<file path="src/rtl/piezo_pkg.sv">
package piezo_pkg;
  typedef enum logic {
    REG_PERIOD = 1'b0,
    REG_PULSE  = 1'b1
  } reg_sel_e;
endpackage

</file>
<file path="src/rtl/piezo_regs.sv">
module piezo_regs #(
  parameter int DATA_W  = 16,
  parameter int DBL_BIT = 15,
  parameter int PER_W   = 15,
  parameter int DEF_PER = 111
) (
  input  logic              clk_i,
  input  logic              rst_ni,
  input  logic              per_we_i,
  input  logic [DATA_W-1:0] wr_data_i,
  output logic [PER_W-1:0]  eff_per_o
);
  logic [PER_W-1:0] per_q;
  logic             dbl_q;
  logic [PER_W-1:0] scaled;

  always_ff @(posedge clk_i or negedge rst_ni) begin
    if (!rst_ni) begin
      per_q <= PER_W'(DEF_PER);
      dbl_q <= 1'b0;
    end else if (per_we_i) begin
      per_q <= wr_data_i[PER_W-1:0];
      dbl_q <= wr_data_i[DBL_BIT];
    end
  end

  // doubler: same switching rate from half the clock
  assign scaled    = dbl_q ? (per_q >> 1) : per_q;
  assign eff_per_o = (scaled < PER_W'(2)) ? PER_W'(2) : scaled;
endmodule

</file>
<file path="src/rtl/piezo_period_gen.sv">
module piezo_period_gen #(
  parameter int PER_W = 15
) (
  input  logic             clk_i,
  input  logic             rst_ni,
  input  logic             reload_i,
  input  logic             run_i,
  input  logic [PER_W-1:0] per_i,
  output logic             last_o,
  output logic             first_half_o
);
  logic [PER_W-1:0] pos_q;
  logic [PER_W-1:0] cur_q;

  always_ff @(posedge clk_i or negedge rst_ni) begin
    if (!rst_ni) begin
      pos_q <= '0;
      cur_q <= PER_W'(2);
    end else if (reload_i) begin
      pos_q <= '0;
      cur_q <= per_i;
    end else if (run_i) begin
      pos_q <= pos_q + 1'b1;
    end
  end

  assign last_o       = (pos_q == cur_q - 1'b1);
  assign first_half_o = (pos_q < (cur_q >> 1));
endmodule

</file>
<file path="src/rtl/piezo_burst_ctl.sv">
module piezo_burst_ctl #(
  parameter int CNT_W = 11
) (
  input  logic             clk_i,
  input  logic             rst_ni,
  input  logic             start_i,
  input  logic             abort_i,
  input  logic             last_i,
  input  logic [CNT_W-1:0] cnt_i,
  input  logic             dir_i,
  output logic             busy_o,
  output logic             dir_o,
  output logic             final_o
);
  logic [CNT_W-1:0] rem_q;

  assign final_o = (rem_q == CNT_W'(1));

  always_ff @(posedge clk_i or negedge rst_ni) begin
    if (!rst_ni) begin
      busy_o <= 1'b0;
      dir_o  <= 1'b0;
      rem_q  <= '0;
    end else if (abort_i) begin
      busy_o <= 1'b0;
      rem_q  <= '0;
    end else if (start_i) begin
      busy_o <= 1'b1;
      dir_o  <= dir_i;
      rem_q  <= cnt_i;
    end else if (busy_o && last_i) begin
      if (final_o) busy_o <= 1'b0;
      rem_q <= rem_q - 1'b1;
    end
  end
endmodule

</file>
<file path="src/rtl/piezo_burst_seq.sv">
module piezo_burst_seq #(
  parameter int DATA_W  = 16,
  parameter int CNT_W   = 11,
  parameter int DIR_BIT = 14,
  parameter int DBL_BIT = 15,
  parameter int DEF_PER = 111
) (
  input  logic              clk_i,
  input  logic              rst_ni,
  input  logic              pd_ni,
  input  logic              wr_en_i,
  input  logic              wr_addr_i,
  input  logic [DATA_W-1:0] wr_data_i,
  output logic              phase_a_o,
  output logic              phase_b_o,
  output logic              busy_o
);
  import piezo_pkg::*;

  localparam int PER_W = DBL_BIT;

  logic             per_we, pulse_we, cnt_zero;
  logic             start, abort, reload;
  logic             last, first_half, fin, dir;
  logic [PER_W-1:0] eff_per;
  logic [CNT_W-1:0] cnt;
  logic             lead;

  assign cnt      = wr_data_i[CNT_W-1:0];
  assign cnt_zero = (cnt == '0);
  assign per_we   = wr_en_i && (reg_sel_e'(wr_addr_i) == REG_PERIOD);
  assign pulse_we = wr_en_i && (reg_sel_e'(wr_addr_i) == REG_PULSE);
  assign abort    = !pd_ni || (pulse_we && cnt_zero);
  assign start    = pulse_we && !cnt_zero && !busy_o && pd_ni;
  assign reload   = start || (busy_o && last && !fin && !abort);

  piezo_regs #(
    .DATA_W (DATA_W),
    .DBL_BIT(DBL_BIT),
    .PER_W  (PER_W),
    .DEF_PER(DEF_PER)
  ) u_regs (
    .clk_i    (clk_i),
    .rst_ni   (rst_ni),
    .per_we_i (per_we),
    .wr_data_i(wr_data_i),
    .eff_per_o(eff_per)
  );

  piezo_period_gen #(.PER_W(PER_W)) u_pgen (
    .clk_i       (clk_i),
    .rst_ni      (rst_ni),
    .reload_i    (reload),
    .run_i       (busy_o),
    .per_i       (eff_per),
    .last_o      (last),
    .first_half_o(first_half)
  );

  piezo_burst_ctl #(.CNT_W(CNT_W)) u_ctl (
    .clk_i  (clk_i),
    .rst_ni (rst_ni),
    .start_i(start),
    .abort_i(abort),
    .last_i (last),
    .cnt_i  (cnt),
    .dir_i  (wr_data_i[DIR_BIT]),
    .busy_o (busy_o),
    .dir_o  (dir),
    .final_o(fin)
  );

  // power-down gates the drivers combinationally
  assign lead      = dir ? !first_half : first_half;
  assign phase_a_o = busy_o && pd_ni && lead;
  assign phase_b_o = busy_o && pd_ni && !lead;
endmodule

</file>
<file path="config.mk">
export PLATFORM = sky130hd
export DESIGN_NAME = piezo_burst_seq
export DESIGN_NICKNAME = d
export VERILOG_FILES = /design/src/rtl/piezo_pkg.sv /design/src/rtl/piezo_regs.sv /design/src/rtl/piezo_period_gen.sv /design/src/rtl/piezo_burst_ctl.sv /design/src/rtl/piezo_burst_seq.sv
export SDC_FILE = /design/constraint.sdc
export NUM_CORES = 1
export LEC_CHECK = 0
export BUFFER_PORTS_ARGS = -buffer_cell sky130_fd_sc_hd__buf_4
export CAP_MARGIN = 20
export CORE_MARGIN = 4
export CORE_UTILIZATION = 55
export DETAILED_ROUTE_END_ITERATION = 10
export PLACE_DENSITY = 0.79
export SYNTH_ARGS = -nofsm -noshare
export SYNTH_HDL_FRONTEND = slang
export SYNTH_SLANG_ARGS = --single-unit
</file>
<file path="constraint.sdc">
create_clock -name clk_i -period 3.7 [get_ports clk_i]
set_clock_uncertainty 0.1 [all_clocks]
set_input_delay 0.185 -clock clk_i [delete_from_list [all_inputs] [get_ports clk_i]]
set_output_delay 0.185 -clock clk_i [all_outputs]
set_load 0.05 [all_outputs]
</file>
---- Word-level counts from Yosys, hierarchy flattened ----
Cells that the tools add are included.
cells by class
  shifts and indexed selects .............. 0
  bitwise operators ....................... 2
  order comparisons ....................... 2
  $add $sub $neg .......................... 3
  equal/unequal tests ..................... 2
  multipliers ............................. 0
  multiplexer cells ....................... 12
  reductions and logical operators ........ 27
  divide/modulo/power cells ............... 0
operator list
  operator                                                                number
  15-bit two-way mux                                                      4
  11-bit two-way mux                                                      3
  15-bit by 1-bit adder with 15-bit output (second input constant)        1
  15-bit == test                                                          1
  15-bit by 14-bit < comparator with 1-bit output                         1
  15-bit by 2-bit < comparator with 1-bit output (second input constant)  1
  15-bit by 1-bit subtractor with 15-bit output (second input constant)   1
  1-bit logical AND                                                       12
  11-bit by 1-bit == test with 1-bit output (second input constant)       1
  11-bit logical NOT                                                      1
  11-bit by 1-bit subtractor with 11-bit output (second input constant)   1
  1-bit logical NOT                                                       7
  3-bit nonzero test                                                      2
  1-bit two-way mux                                                       5
  2-bit AND reduction                                                     2
  1-bit logical OR                                                        2
  1-bit NOT                                                               2
  2-bit nonzero test                                                      1
storage, ports and cells
  latch bits .............................. 0
  RAM bits ................................ 0
  register bits ........................... 59
  word-level logic and storage cells ...... 55
  memories kept ........................... 0
  bits in read-only memories .............. 0
  bits of input ports ..................... 21

---- Longest topological paths before layout ----
  depth in word-level cells ............... 7
  mapped depth ............................ 11

---- Modules after synthesis ----
From an unflattened synthesis, not the netlist that was laid out.
second synthesis, totals
  cells, all modules ...................... 397
  area total of the unflattened synthesis .. 3827.4 um^2
by module, submodules not included
  module            area each (um^2)  instances  cells an instance  seq. area each (um^2)
  piezo_period_gen  2014.4            1          228                752.0
  piezo_regs        887.1             1          66                 407.9
  piezo_burst_ctl   827.0             1          87                 325.3
  piezo_burst_seq   98.8              1          16                 0.0

---- Worst setup path after synthesis ----
No wires, ideal clock.
  kind .................................... reg-to-output
  from .................................... reg u_pgen.cur_q[2]
  to ...................................... out phase_a_o
  arrival time ............................ 3.072 ns
  buffers on the path ..................... 1
  stages on the path, launching flop included .. 10
  path slack .............................. 0.343 ns
  path through ............................ dfrtp_1 clkbuf_1 inv_1 ha_1 a21o_1 a21o_1 a21oi_1 o211ai_1 a2111oi_0 mux2i_1
between the ends
  longest elaborated chain between the ends .. 4
ends and longest elaborated chain
  what                                                 RTL line                RTL
  start, declared                                      piezo_period_gen.sv:13  logic [PER_W-1:0] cur_q;
  start signal, assigned                               piezo_period_gen.sv:21  cur_q <= per_i;
  15-bit by 14-bit < comparator with 1-bit output (*)  piezo_period_gen.sv:28  assign first_half_o = (pos_q < (cur_q >> 1));
  1-bit logical NOT                                    piezo_burst_seq.sv:74   assign lead = dir ? !first_half : first_half;
  1-bit two-way mux (*)                                piezo_burst_seq.sv:74
  1-bit logical AND (*)                                piezo_burst_seq.sv:75   assign phase_a_o = busy_o && pd_ni && lead;
  end, declared                                        piezo_burst_seq.sv:14   output logic phase_a_o,
Mark *: on every way between the ends. The rest lies on a longest branch, timed or not.

---- Worst setup path after layout ----
  from .................................... reg u_pgen.cur_q[10]
  to ...................................... out phase_a_o
The elaborated chain is that of the path after synthesis.

==> flow_summary_export.csv <==
group,metric,value,unit
sta,setup_violations,0,
routing,avgRoutedWirePerCell,18.1,um
critical_path,arrival,3.08,ns
synth,synth-simple-area-share,22.2,%
synth,synthAdderAreaFrac,5.44,%
synth,synth_compound_area_share,10.6,%
synth,synth_warnings,0,
routing,wl,9.65,mm
global_routing,grt_use_total,24.3,%
routing,drtIter0Drc,240,
critical_path,crit_buf_inv,3,
cells_and_area,multi_input_area,2280,um^2
clock_network,cts_resized,0,
synth,ys_top_cells_by_count,"dfrtp_1, mux2i_1, nor2_1",
synth,yosysUniqueCellTypes,57,
die,die_x,92.3,um
sta,rsz0062_at_grt,"false",
global_routing,grt_pass1_wl,16.3,mm
global_routing,grt_overflow,0,
sta,final-hold-violation-count,1,
critical_path,cp_top_family,"compound AO/OA/AOI/OAI gates",
cells_and_area,drive_above_1_share,18.7,%
run_status,violations,"negative hold slack",
place,dp_hpwl,7.01,mm
place,io_buffers,23,
sta,max_clock_freq,297,MHz
clock_network,clkTransAtPathRegs,0.07,ns
cells_and_area,synthToLayoutAreaGrowth,15.3,%
routing,dr.pass1.iters,5,
power_and_ir_drop,power_density,533,nW/um^2
sta,max-slew-margin-rel,48.3,%
routing,ant_nets,0,
synth,syn_area,3910,um^2
critical_path,worstPathCellList,"inv_1 -> ha_1 -> a2111oi_0 -> o211ai_1 -> a2111oi_0 -> buf_4 -> mux2i_1 -> buf_4",
synth,synth_edf_count,0,
sta,final.min_clock_period,3.37,ns
synth,synth.most_common_cell,"dfrtp_1",
critical_path,reg2reg_from,"u_pgen.cur_q[0]$_DFFE_PN0P_",
die,rows,30,
routing,drc_errors,0,
global_routing,first_global_vias,3281,
clock_network,post_cts_buffers,0,
synth,synth_fp_nets,435,
synth,synth_area_leaders,"dfrtp_1, mux2i_1, ha_1",
place,routabilityCongestion,0.928,
synth,async_reset_ff_share,100,%
synth,ys_seq_area_share,38.0,%
clock_network,clockRootBuffer,"clkbuf_8",
worst_hold_path,whs_path_depth,3,
cells_and_area,insertedDiodeCount,0,
sta,fin_crit_sh,91.0,%
critical_path,reg2reg_slack,0.37,ns
sta,report.final.slew_viol_count,0,
sta,setup_tns,0,ns
clock_network,cts_made_buffers,9,
synth,ys_ff_latch,59,
power_and_ir_drop,ir_drop,0.269,mV
worst_hold_path,hold_start,"wr_data_i[3]",
job,cap_violations,0,
synth,synth.avg_cell_area,9.85,um^2
critical_path,endpoint_kind,"output port",
routing,vias,3271,
die,coreArea,6830,um^2
die,initial_core_util,57.2,%
routing,post_drt_via_cell_ratio,6.13,
sta,worstMarginPinSlew,0.775,ns
clock_network,clock_path_buffers,2,
place,place_area,4170,um^2
clock_network,htreeDepth,3,
die,dieArea,8520,um^2
synth,synth_top_area_share,33.3,%
critical_path,r2r-end,"u_pgen.cur_q[9]$_DFFE_PN0P_",
die,ioPinCount,24,
critical_path,critPathRequiredTime,3.41,ns
cells_and_area,final_nets,471,
cells_and_area,fill_cells,550,
synth,synth_top_area_cell,"dfrtp_1",
clock_network,insertion_delay,0.35,ns
synth,synth_top_family_by_area,"simple AND/OR/NAND/NOR gates",
critical_path,cp-start-kind,"flop",
synth,synthMuxAreaShare,13.6,%
critical_path,critical-path-max-stage-delay,0.58,ns
worst_hold_path,holdPathEnd,"u_ctl.rem_q[3]$_DFFE_PN0P_",
run_status,outcome,"finished with violations",
cells_and_area,ff_latch_area,1490,um^2
synth,synthXorXnorAreaFrac,6.50,%
die,die_h,92.3,um
power_and_ir_drop,leakagePower,2.01,nW
clock_network,cts_tree,"done",
cells_and_area,fin_area,4510,um^2
critical_path,path_class,"reg2out",
critical_path,crit_fanout,5,
critical_path,slowest_stage,"a2111oi_0",
synth,syn_inst,397,
clock_network,cts_sinks,59,
global_routing,antenna_found_initial,0,
worst_hold_path,hold_path.class,"in2reg",
global_routing,grt_max_degree,60,
critical_path,reg2regPathDepth,10,
sta,whs,-0.00130,ns
synth,synth-main-ff-cell,"dfrtp_1",
==> repair_timing <==
action | in CTS | in global routing
hold endpoints to repair | 66 | 0
hold buffers | 11 | 0
setup endpoints to repair | 0 | 0
==> state kept, by name (all words and copies together), names as in the netlist <==
register / count
u_ctl.dir_o: 1
u_pgen.cur_q: 15
u_pgen.pos_q: 15
u_regs.dbl_q: 1
u_regs.per_q: 15
u_ctl.busy_o: 1
u_ctl.rem_q: 11
==> area by class of cell <==
class | instances | share of cell area, %
clock buffers | 12 | 3.44
clock inverters | 4 | 1.61
inverters | 18 | 1.50
multi-input cells | 305 | 50.6
flip-flops and latches | 59 | 33.0
well taps | 96 | 2.67
repair buffers | 40 | 7.27
==> per-stage QoR <==
stage	worst slack, ns	total power, mW	hold WS, ns	cells	util (%)
2_1_floorplan	0.343	1.49	-0.211	397	-
3_3_place_gp	0.563	1.66	0.193	507	61.0
3_5_place_dp	0.404	1.70	0.205	507	61.0
4_1_cts	0.224	2.40	0.00393	534	66.0
5_1_grt	0.0649	2.54	0.00923	534	66.0
6_report	0.334	2.40	-0.00130	534	66.0
==> how the worst max path moves through the flow <==
stage,startpoint,end,cells after the start
final,u_pgen.cur_q[10]$_DFFE_PN0P_,phase_a_o,8
after global routing,u_pgen.cur_q[10]$_DFFE_PN0P_,phase_b_o,8
after CTS,u_pgen.cur_q[10]$_DFFE_PN0P_,phase_b_o,8
after detailed placement,u_pgen.cur_q[0]$_DFFE_PN0P_,u_pgen.cur_q[10]$_DFFE_PN0P_,10
after global placement,u_pgen.cur_q[0]$_DFFE_PN0P_,u_pgen.cur_q[9]$_DFFE_PN0P_,10
after floorplan,u_pgen.cur_q[2]$_DFFE_PN0P_,phase_a_o,9
==> logic make-up (layout without fill, tap and decap cells) <==
group | count (synthesis) | count (layout)
flip-flops | 59 | 59
buffers and inverters | 33 | 74
multiplexers | 51 | 51
adder cells (fa/ha/maj) | 17 | 17
AND/OR/NAND/NOR | 155 | 155
AO/OA/AOI/OAI | 53 | 53
XOR/XNOR | 29 | 29
==> report_power, final <==
part	internal, mW	total (mW)	leakage [nW]	switching (mW)
logic	0.337	0.733	1.16	0.397
clock network	0.415	0.682	0.113	0.267
registers	0.776	0.986	0.734	0.210
==> per-layer routing <==
metal / part of all wire (%) / GRT usage (%) / vias to the layer above
met3: 5.1 / 4.96 / 32
met4: 2.6 / 7.92 / 0
met2: 50 / 41.7 / 132
li1: - / - / 1533
met5: 0 / 0 / -
met1: 42 / 30.5 / 1574
==> tightest hold or removal path: cells and delay by family <==
family                 cells  cell delay (ns)
buffers and inverters      1             0.10
and+or+nand+nor            2             0.13
==> layout by cell type (no fill, tap or decap), types with 5 or more instances in the layout <==
cell            n
ha_1           17
buf_4          29
and3_1          5
mux2i_1        34
nor2b_1         5
dlygate4sd3_1  11
xnor2_1        15
nand4_1        13
inv_1          18
nor2_1         30
dfrtp_1        52
mux2_2         17
o21ai_0         6
nand3_1        21
clkbuf_8       11
dfstp_2         7
xor2_1         14
nor3_1         19
nand2_1        23
a21oi_1        11
nor4_1          9
(Power assumes the default switching activity.)
